$ cat src/rtl/cmdbuf_pkg.sv
package cmdbuf_pkg;
    localparam int CHAR_W = 8;

    typedef enum logic [1:0] {
        SC_IDLE = 2'd0,
        SC_SKIP = 2'd1,
        SC_TAKE = 2'd2
    } scan_state_e;
endpackage

$ cat src/rtl/cmdbuf_store.sv
module cmdbuf_store
    import cmdbuf_pkg::*;
#(
    parameter int DEPTH = 16
) (
    input  logic                       clk,
    input  logic                       rst_n,
    input  logic                       rx_valid,
    input  logic [CHAR_W-1:0]          rx_char,
    input  logic [CHAR_W-1:0]          term_char,
    input  logic [CHAR_W-1:0]          ignore_below,
    input  logic                       cmd_clear,
    input  logic [$clog2(DEPTH)-1:0]   rd_addr,
    output logic [CHAR_W-1:0]          rd_data,
    output logic                       cmd_ready,
    output logic                       overflow
);
    localparam int AW = $clog2(DEPTH);
    localparam logic [AW-1:0] LAST = AW'(DEPTH - 1);

    typedef struct packed {
        logic [AW-1:0] wr_ptr;
        logic          ready;
        logic          ovf;
    } store_t;

    store_t             st_d, st_q;
    logic               we;
    logic [CHAR_W-1:0]  wdata;
    logic [CHAR_W-1:0]  mem_q [DEPTH];

    always_comb begin
        st_d  = st_q;
        we    = 1'b0;
        wdata = '0;
        if (cmd_clear) begin
            st_d = '0;
        end else if (rx_valid && !st_q.ready) begin
            if (rx_char == term_char) begin
                we       = 1'b1;
                wdata    = '0;
                st_d.ready = 1'b1;
            end else if (rx_char < ignore_below) begin
                st_d = st_q;
            end else if (st_q.wr_ptr == LAST) begin
                st_d.ovf = 1'b1;
            end else begin
                we          = 1'b1;
                wdata       = rx_char;
                st_d.wr_ptr = st_q.wr_ptr + 1'b1;
            end
        end
    end

    always_ff @(posedge clk or negedge rst_n) begin
        if (!rst_n) st_q <= '0;
        else        st_q <= st_d;
    end

    always_ff @(posedge clk) begin
        if (we) mem_q[st_q.wr_ptr] <= wdata;
    end

    assign rd_data   = mem_q[rd_addr];
    assign cmd_ready = st_q.ready;
    assign overflow  = st_q.ovf;

    p_term_sets_ready_r1: assert property (@(posedge clk) disable iff (!rst_n)
        (rx_valid && !cmd_clear && !cmd_ready && rx_char == term_char) |=> cmd_ready);

    p_frozen_after_term_r2: assert property (@(posedge clk) disable iff (!rst_n)
        (cmd_ready && !cmd_clear) |=> (cmd_ready && $stable(st_q.wr_ptr)));

    p_filtered_not_stored_r4: assert property (@(posedge clk) disable iff (!rst_n)
        (rx_valid && !cmd_clear && rx_char != term_char && rx_char < ignore_below)
        |=> $stable(st_q.wr_ptr));

    p_no_overflow_r5: assert property (@(posedge clk) disable iff (!rst_n)
        (rx_valid && !cmd_clear && !cmd_ready && rx_char != term_char &&
         rx_char >= ignore_below && st_q.wr_ptr == LAST)
        |=> (overflow && $stable(st_q.wr_ptr)));

    p_room_bound_r3: assert property (@(posedge clk) disable iff (!rst_n)
        (st_q.wr_ptr == LAST && !cmd_clear) |=> (st_q.wr_ptr == LAST));

    p_clear_empties_r9: assert property (@(posedge clk) disable iff (!rst_n)
        cmd_clear |=> (st_q.wr_ptr == '0 && !cmd_ready && !overflow));
endmodule

$ cat src/rtl/cmdbuf_scan.sv
module cmdbuf_scan
    import cmdbuf_pkg::*;
#(
    parameter int DEPTH = 16
) (
    input  logic                       clk,
    input  logic                       rst_n,
    input  logic                       cmd_ready,
    input  logic                       cmd_clear,
    input  logic                       param_req,
    input  logic [CHAR_W-1:0]          delim_char,
    input  logic [CHAR_W-1:0]          rd_data,
    output logic [$clog2(DEPTH)-1:0]   rd_addr,
    output logic                       param_valid,
    output logic                       param_none,
    output logic [$clog2(DEPTH)-1:0]   param_start,
    output logic [$clog2(DEPTH)-1:0]   param_len
);
    localparam int AW = $clog2(DEPTH);

    typedef struct packed {
        scan_state_e   state;
        logic [AW-1:0] pos;
        logic [AW-1:0] start;
        logic [AW-1:0] len;
        logic          found;
        logic          none;
    } scan_t;

    scan_t sc_d, sc_q;
    logic  at_end;
    logic  at_delim;

    assign at_end   = (rd_data == '0);
    assign at_delim = (rd_data == delim_char);

    always_comb begin
        sc_d       = sc_q;
        sc_d.found = 1'b0;
        sc_d.none  = 1'b0;
        if (cmd_clear) begin
            sc_d = '0;
        end else begin
            unique case (sc_q.state)
                SC_IDLE: begin
                    if (param_req && cmd_ready) sc_d.state = SC_SKIP;
                end
                SC_SKIP: begin
                    if (at_end) begin
                        sc_d.none  = 1'b1;
                        sc_d.state = SC_IDLE;
                    end else if (at_delim) begin
                        sc_d.pos = sc_q.pos + 1'b1;
                    end else begin
                        sc_d.start = sc_q.pos;
                        sc_d.len   = AW'(1);
                        sc_d.pos   = sc_q.pos + 1'b1;
                        sc_d.state = SC_TAKE;
                    end
                end
                SC_TAKE: begin
                    if (at_end || at_delim) begin
                        sc_d.found = 1'b1;
                        sc_d.state = SC_IDLE;
                    end else begin
                        sc_d.len = sc_q.len + 1'b1;
                        sc_d.pos = sc_q.pos + 1'b1;
                    end
                end
                default: sc_d.state = SC_IDLE;
            endcase
        end
    end

    always_ff @(posedge clk or negedge rst_n) begin
        if (!rst_n) sc_q <= '0;
        else        sc_q <= sc_d;
    end

    assign rd_addr     = sc_q.pos;
    assign param_valid = sc_q.found;
    assign param_none  = sc_q.none;
    assign param_start = sc_q.start;
    assign param_len   = sc_q.len;

    p_nonempty_param_r7: assert property (@(posedge clk) disable iff (!rst_n)
        param_valid |-> (param_len != '0));

    p_single_outcome_r8: assert property (@(posedge clk) disable iff (!rst_n)
        !(param_valid && param_none));

    p_req_ignored_r10: assert property (@(posedge clk) disable iff (!rst_n)
        (sc_q.state == SC_IDLE && param_req && !cmd_ready) |=> (sc_q.state == SC_IDLE));

    p_search_starts_r6: assert property (@(posedge clk) disable iff (!rst_n)
        (sc_q.state == SC_IDLE && param_req && cmd_ready && !cmd_clear) |=> (sc_q.state == SC_SKIP));

    p_clear_rewinds_r9: assert property (@(posedge clk) disable iff (!rst_n)
        cmd_clear |=> (sc_q.state == SC_IDLE && sc_q.pos == '0 && !param_valid && !param_none));
endmodule

$ cat src/rtl/cmdline_buffer.sv
module cmdline_buffer
    import cmdbuf_pkg::*;
#(
    parameter int DEPTH = 16
) (
    input  logic                       clk,
    input  logic                       rst_n,
    input  logic                       rx_valid,
    input  logic [7:0]                 rx_char,
    input  logic [7:0]                 term_char,
    input  logic [7:0]                 delim_char,
    input  logic [7:0]                 ignore_below,
    input  logic                       param_req,
    input  logic                       cmd_clear,
    output logic                       cmd_ready,
    output logic                       overflow,
    output logic                       param_valid,
    output logic                       param_none,
    output logic [$clog2(DEPTH)-1:0]   param_start,
    output logic [$clog2(DEPTH)-1:0]   param_len
);
    localparam int AW = $clog2(DEPTH);

    logic [AW-1:0]     rd_addr;
    logic [CHAR_W-1:0] rd_data;

    cmdbuf_store #(.DEPTH(DEPTH)) u_store (
        .clk          (clk),
        .rst_n        (rst_n),
        .rx_valid     (rx_valid),
        .rx_char      (rx_char),
        .term_char    (term_char),
        .ignore_below (ignore_below),
        .cmd_clear    (cmd_clear),
        .rd_addr      (rd_addr),
        .rd_data      (rd_data),
        .cmd_ready    (cmd_ready),
        .overflow     (overflow)
    );

    cmdbuf_scan #(.DEPTH(DEPTH)) u_scan (
        .clk         (clk),
        .rst_n       (rst_n),
        .cmd_ready   (cmd_ready),
        .cmd_clear   (cmd_clear),
        .param_req   (param_req),
        .delim_char  (delim_char),
        .rd_data     (rd_data),
        .rd_addr     (rd_addr),
        .param_valid (param_valid),
        .param_none  (param_none),
        .param_start (param_start),
        .param_len   (param_len)
    );
endmodule

$ cat config.mk
export PLATFORM = sky130hd
export DESIGN_NAME = cmdline_buffer
export DESIGN_NICKNAME = d
export VERILOG_FILES = /design/src/rtl/cmdbuf_pkg.sv /design/src/rtl/cmdbuf_store.sv /design/src/rtl/cmdbuf_scan.sv /design/src/rtl/cmdline_buffer.sv
export SDC_FILE = /design/constraint.sdc
export NUM_CORES = 1
export LEC_CHECK = 0
export CAP_MARGIN = 15
export CORE_MARGIN = 5
export CORE_UTILIZATION = 25
export CTS_CLUSTER_SIZE = 28
export DETAILED_ROUTE_END_ITERATION = 7
export DONT_BUFFER_PORTS = 1
export GPL_TIMING_DRIVEN = 1
export PLACE_DENSITY = 0.34
export SETUP_SLACK_MARGIN = 0.2
export SLEW_MARGIN = 10
export SYNTH_ARGS = -nofsm -noshare
export SYNTH_HDL_FRONTEND = slang
export SYNTH_SLANG_ARGS = --single-unit
export TNS_END_PERCENT = 50
$ cat constraint.sdc
create_clock -name clk -period 6.9 [get_ports clk]
set_input_delay 0.345 -clock clk [delete_from_list [all_inputs] [get_ports clk]]
set_output_delay 0.345 -clock clk [all_outputs]
set_load 0.005 [all_outputs]
== Yosys cells after proc, flatten, opt, wreduce, memory -nomap -nowiden ==
Memory sizes are Yosys's and may differ from the RTL's.
Cells that the tools add are included.

* Add/sub/neg operators: 3
* Reduce and logical (&&, ||, !) cells: 18
* Muxes and demuxes: 38
* Eq/ne operators: 16
* $lt $le $gt $ge: 1

{| class="wikitable"
|+ Operators by type and width
! operator !! number
|-
| 8-bit 2-to-1 mux || 6
|-
| 4-bit 2-to-1 mux || 6
|-
| 8-bit equality test || 2
|-
| 16-bit 2-to-1 mux || 1
|-
| 4-bit case mux with 2 select lines || 2
|-
| 1-bit 2-to-1 mux || 15
|-
| 4-bit by 1-bit adder with 4-bit output, second input constant || 3
|-
| 12-bit 2-to-1 mux || 1
|-
| 6-bit 2-to-1 mux || 2
|-
| 4-bit AND reduction || 3
|-
| 2-bit != test, second input constant || 5
|-
| 3-bit != test, second input constant || 3
|-
| 3-bit AND reduction || 3
|-
| 8-bit zero test || 1
|-
| 8-bit less-than comparator || 1
|-
| 2-bit 2-to-1 mux || 4
|-
| 2-bit nonzero test || 4
|-
| 3-bit by 2-bit != test with 1-bit output, second input constant || 2
|-
| 2-bit case mux with 3 select lines || 1
|-
| 4-bit equality test, second input constant || 1
|-
| 4-bit by 3-bit != test with 1-bit output, second input constant || 1
|-
| 3-bit nonzero test || 1
|-
| 2-bit by 1-bit equality test with 1-bit output, second input constant || 1
|-
| 2-bit equality test, second input constant || 1
|-
| 5 further kinds || 6
|}

* Word-level logic and storage cells: 86
* Memories: 1
* Memory bits (writable): 128
* Register bits after elaboration: 22

{| class="wikitable"
|+ Memory list
! memory !! depth !! bits a word !! rd ports !! clocked after memory_dff !! write ports !! RTL line !! text
|-
| u_store.mem_q || 16 || 8 || 1 || 0 || 1 || cmdbuf_store.sv:30 || <nowiki>logic [CHAR_W-1:0] mem_q [DEPTH];</nowiki>
|}

== Logic depth before layout (Yosys ltp) ==
* Word-level depth: 8
* Depth in mapped cells: 13

== Cells and area by module ==
A second synthesis with hierarchy kept.

* Cells, all modules: 399
* Area, all modules: 6,860.3 um^2

{| class="wikitable"
|+ By module, submodules not included
! module !! cells an instance !! instances !! area each (um^2)
|-
| cmdbuf_store || 285 || 1 || 5,800.6
|-
| cmdbuf_scan || 114 || 1 || 1,059.8
|}

== Worst setup path before layout ==
Ideal clock, no wire load.

* Kind: reg-to-reg
* From: register u_scan.sc_q (netlist bit u_scan.rd_addr[0])
* To: register u_scan.sc_q (netlist bit u_scan.param_start[2])
* Clock period less this slack: 2.719 ns
* Required time: 6.775 ns
* Stages on the path, launching flop included: 13
* Setup slack: 4.181 ns
* Path buffers: 3
* Data arrival time: 2.595 ns
* Cells stage by stage: dfrtp_1 buf_6 buf_8 mux4_2 and4_1 nor4_1 nand3b_1 o2111ai_1 a21oi_2 nand2b_1 buf_6 nor2_4 mux2_2

* Longest elaborated chain between the ends: 4
* Elaborated cells on any way between the ends: 6
* Those cells by class: eq/ne (3); reduce/logical (2); memory (1)

{| class="wikitable"
|+ Ends and longest elaborated chain
! item !! RTL line !! text
|-
| start, declared || cmdbuf_scan.sv:30 || <nowiki>scan_t sc_d, sc_q;</nowiki>
|-
| start signal, assigned || cmdbuf_scan.sv:76 || <nowiki>if (!rst_n) sc_q <= '0;</nowiki>
|-
| start signal, assigned || cmdbuf_scan.sv:77 || <nowiki>else sc_q <= sc_d;</nowiki>
|-
| memory 16 x 8 bit (*) || n/a ||
|-
| 8-bit equality test or 8-bit zero test (tied branches) || cmdbuf_scan.sv:35, cmdbuf_scan.sv:34 ||
|-
| 2-bit != test (no line) || n/a ||
|-
| 3-bit AND reduction (no line) (*) || n/a ||
|}

Every way passes the cells marked *; elsewhere a longest branch is shown, timed or not.
A chain may end at the register's enable or synchronous reset.

== Worst setup path after layout ==
* From: register u_scan.sc_q (netlist bit u_scan.rd_addr[3])
* To: register u_scan.sc_q (netlist bit u_scan.param_start[2])

Same word-level chain as after synthesis.

==> reports/metrics.cfg <==
[sta]
slew-limit-headroom_pct=29.7
final_hold_viol_count=0
drv_slew=0
rsz0062_at_grt=no
fmax_ghz=0.275
finalCritPeriodShare_pct=52.7
tightest_slew_ns=1.05
min_period_ns=3.64
fin_setup_tns_ns=0
setup_viol=0
worst_clock_skew_ns=0.0154

[synth]
synth_compound_gate_area_share_pct=4.43
synth-xor-area-share_pct=2.47
synth_edf_count=128
syn_area_per_cell_sq_um=14.4
synth_top_family_by_area=multiplexers
ys_seq_elements=150
ys_async_sr_fraction_pct=14.7
synthMuxAreaShare_pct=13.4
syn_inst=494
synth.distinct_cells=57
synthFlopType=edfxtp_1
syn_nets=544
yosys_warnings=0
syn-cell-area_sq_um=7090
synth-seq-area-share_pct=62.0
synthAdderAreaFrac_pct=2.29
synth-simple-area-share_pct=11.9

[layout]
instances_no_fill=882
finalInstanceArea_sq_um=8070
drive_gt1_share_pct=16.3
multiInputGateArea_sq_um=2460
synthToLayoutAreaGrowth_pct=13.7
nFillCells=2810
diodes=0
register_area_sq_um=4400
nNetsFinal=541

[critical_path]
crit_fanout=23
setup.worst_path.end_class=flop
timing.critical_path.buf_inv=2
start_kind=flop
cp_cell_sequence=buf_4 -> inv_2 -> mux4_2 -> mux2i_1 -> nor4_1 -> a21oi_1 -> nand2b_1 -> nor2_4 -> mux2_2
slowest_stage=dfrtp_1
crit_start=u_scan.rd_addr[3]$_DFFE_PN0P_
required_ns=7.21
critical_path_arrival_ns=3.95
critPathMaxStageDelay_ns=0.73
r2r_start=u_scan.rd_addr[3]$_DFFE_PN0P_
crit_family=multiplexers
worstSetupPathType=flop to flop

[routing]
dr.pass1.iters=4
drtIter0Drc=365
routed_wl_um=19200
ant_nets=0
drt-wirelength-per-cell_um=21.8
via_count=4109
viasPerCell=4.66
drcViolationCount=0

[global_route]
met1_usage_pct=17.5
grtUsageMet2_pct=20.2
grt_max_degree=43
antenna_found_initial=0
grt_pass1_vias=4451
track_usage_pct=12.7
grtUsageMet3_pct=2.92
grt_pass1_wl_um=29200
grt-ovfl-total=0
grt-busiest-layer=met2

[hold_path]
min-delay-start=cmd_clear
hold_class=input port to flop

[clock_tree]
holdBufCountCts=3
post-cts-setup-buffers=0
clkSinkCount=150
clkLatencyLatePin_ns=0.43
cts_buffers=17
cts_tree=built
cts_buffer_depth=2
cts_resized=0
htreeDepth=4
path_clk_slew_ns=0.07
clock-root-buffer=clkbuf_16

[pwr]
p_int_uw=1540
combinationalPowerShare_pct=2.8
total_power_uw=1960
power_leakage_uw=0.00264
p_switching_uw=423
power_frac_seq_pct=50.1
ir_drop_mv=0.164
swShare_pct=21.6
clockPowerShare_pct=47.0
power.density_nw_per_um2=243

[floorplan]
die_area_sq_um=31800
die_y_um=178
core_area_sq_um=27900
start_util_pct=25.5
num_rows=61
ioPinCount=49
die_w_um=178

[place]
place.gp.congestion=0.730
dp_cells=847
place_area_sq_um=7450
portBuffers=0
dp_hpwl_um=13800

[run_status]
status=finished, final reports clean

[job]
drv_cap=0

==> power groups by stage <==
stage / clock (uW) / combinational (uW) / sequential (uW)
2_1_floorplan: 0 / 37.7 / 1000
3_3_place_gp: 0 / 50.2 / 1000
3_5_place_dp: 0 / 51.0 / 1000
4_1_cts: 944 / 57.9 / 983
5_1_grt: 988 / 63.4 / 983
6_report: 922 / 55.5 / 983
==> per-layer routing <==
layer	share of wire, %	wire length, um
met1	48	9230
met5	0	0
met3	3.8	723
met4	0.74	143
met2	47	9120
==> final timing paths <==
path                                                     endpoint  slack (ns)  cells after the start
worst max-delay path            u_scan.param_start[2]$_DFFE_PN0P_        3.26                      9
worst min-delay path                  u_store.st_q[4]$_DFFE_PN0P_        0.02                      1
worst max register to register  u_scan.param_start[2]$_DFFE_PN0P_        3.26                      9
worst min register to register       u_store.overflow$_DFFE_PN0P_        0.55                      1
max in group asynchronous           u_scan.rd_addr[0]$_DFFE_PN0P_        6.38                      2
min in group asynchronous             u_store.st_q[2]$_DFFE_PN0P_        0.35                      2
==> area by class of cell <==
type	count	share of cell area, %
clock buffers	18	5.32
clock inverters	14	1.86
inverters	17	0.791
multi-input cells	295	30.5
flip-flops and latches	150	54.5
well taps	378	5.86
repair buffers	10	1.15
==> Yosys cell counts, types with 9 or more instances <==
| library cell | n | share of area, % |
|---|---|---|
| inv_1 | 16 | 0.85 |
| edfxtp_1 | 128 | 54 |
| nor3_1 | 19 | 1.3 |
| nor2_1 | 42 | 2.2 |
| xnor2_1 | 19 | 2.3 |
| and2_1 | 9 | 0.79 |
| clkbuf_1 | 12 | 0.64 |
| nand2_1 | 31 | 1.6 |
| mux4_2 | 29 | 9.2 |
| nor4_1 | 17 | 1.5 |
| ha_1 | 13 | 2.3 |
| mux2i_1 | 26 | 3.7 |
| dfrtp_1 | 22 | 7.8 |
==> logic make-up (layout without fill, tap and decap cells) <==
group / after synthesis / count (layout)
AOI/OAI and AO/OA: 42 / 42
and+or+nand+nor: 162 / 162
xor gates and xnor gates: 20 / 20
DFF: 150 / 150
muxes: 58 / 58
adders and majority gates: 13 / 13
buffers and inverters: 49 / 59
==> layout by cell type, fill, tap and decap left out, types with 6 or more instances in the layout <==
master / count
edfxtp_1: 128
nor4_1: 16
inv_1: 16
xnor2_1: 19
clkbuf_16: 17
ha_1: 13
nor2_1: 42
nand2_1: 31
and2_1: 9
mux4_2: 29
dfrtp_1: 21
buf_4: 7
nand3_1: 7
mux2i_1: 26
a21oi_1: 6
nor3_1: 16
==> through the flow <==
stage | hold WS (ns) | util (%) | setup WS [ns]
finish | 0.0198 | 29.0 | 3.26
global route | 0.00273 | 29.0 | 2.96
CTS | 0.00124 | 29.0 | 3.18
detailed placement | 0.0501 | 26.7 | 3.18
global placement | 0.0501 | 26.7 | 3.26
floorplan | 0.0494 | - | 4.18
==> flip-flops by register name, summed over array words and instances (netlist names) <==
name                flops
u_scan.param_len        4
u_scan.param_none       1
u_scan.param_start      4
u_scan.param_valid      1
u_scan.rd_addr          4
u_scan.sc_q             2
u_store.cmd_ready       1
u_store.mem_q         128
u_store.overflow        1
u_store.st_q            4
Note: power is estimated with default switching activity, not from simulation.
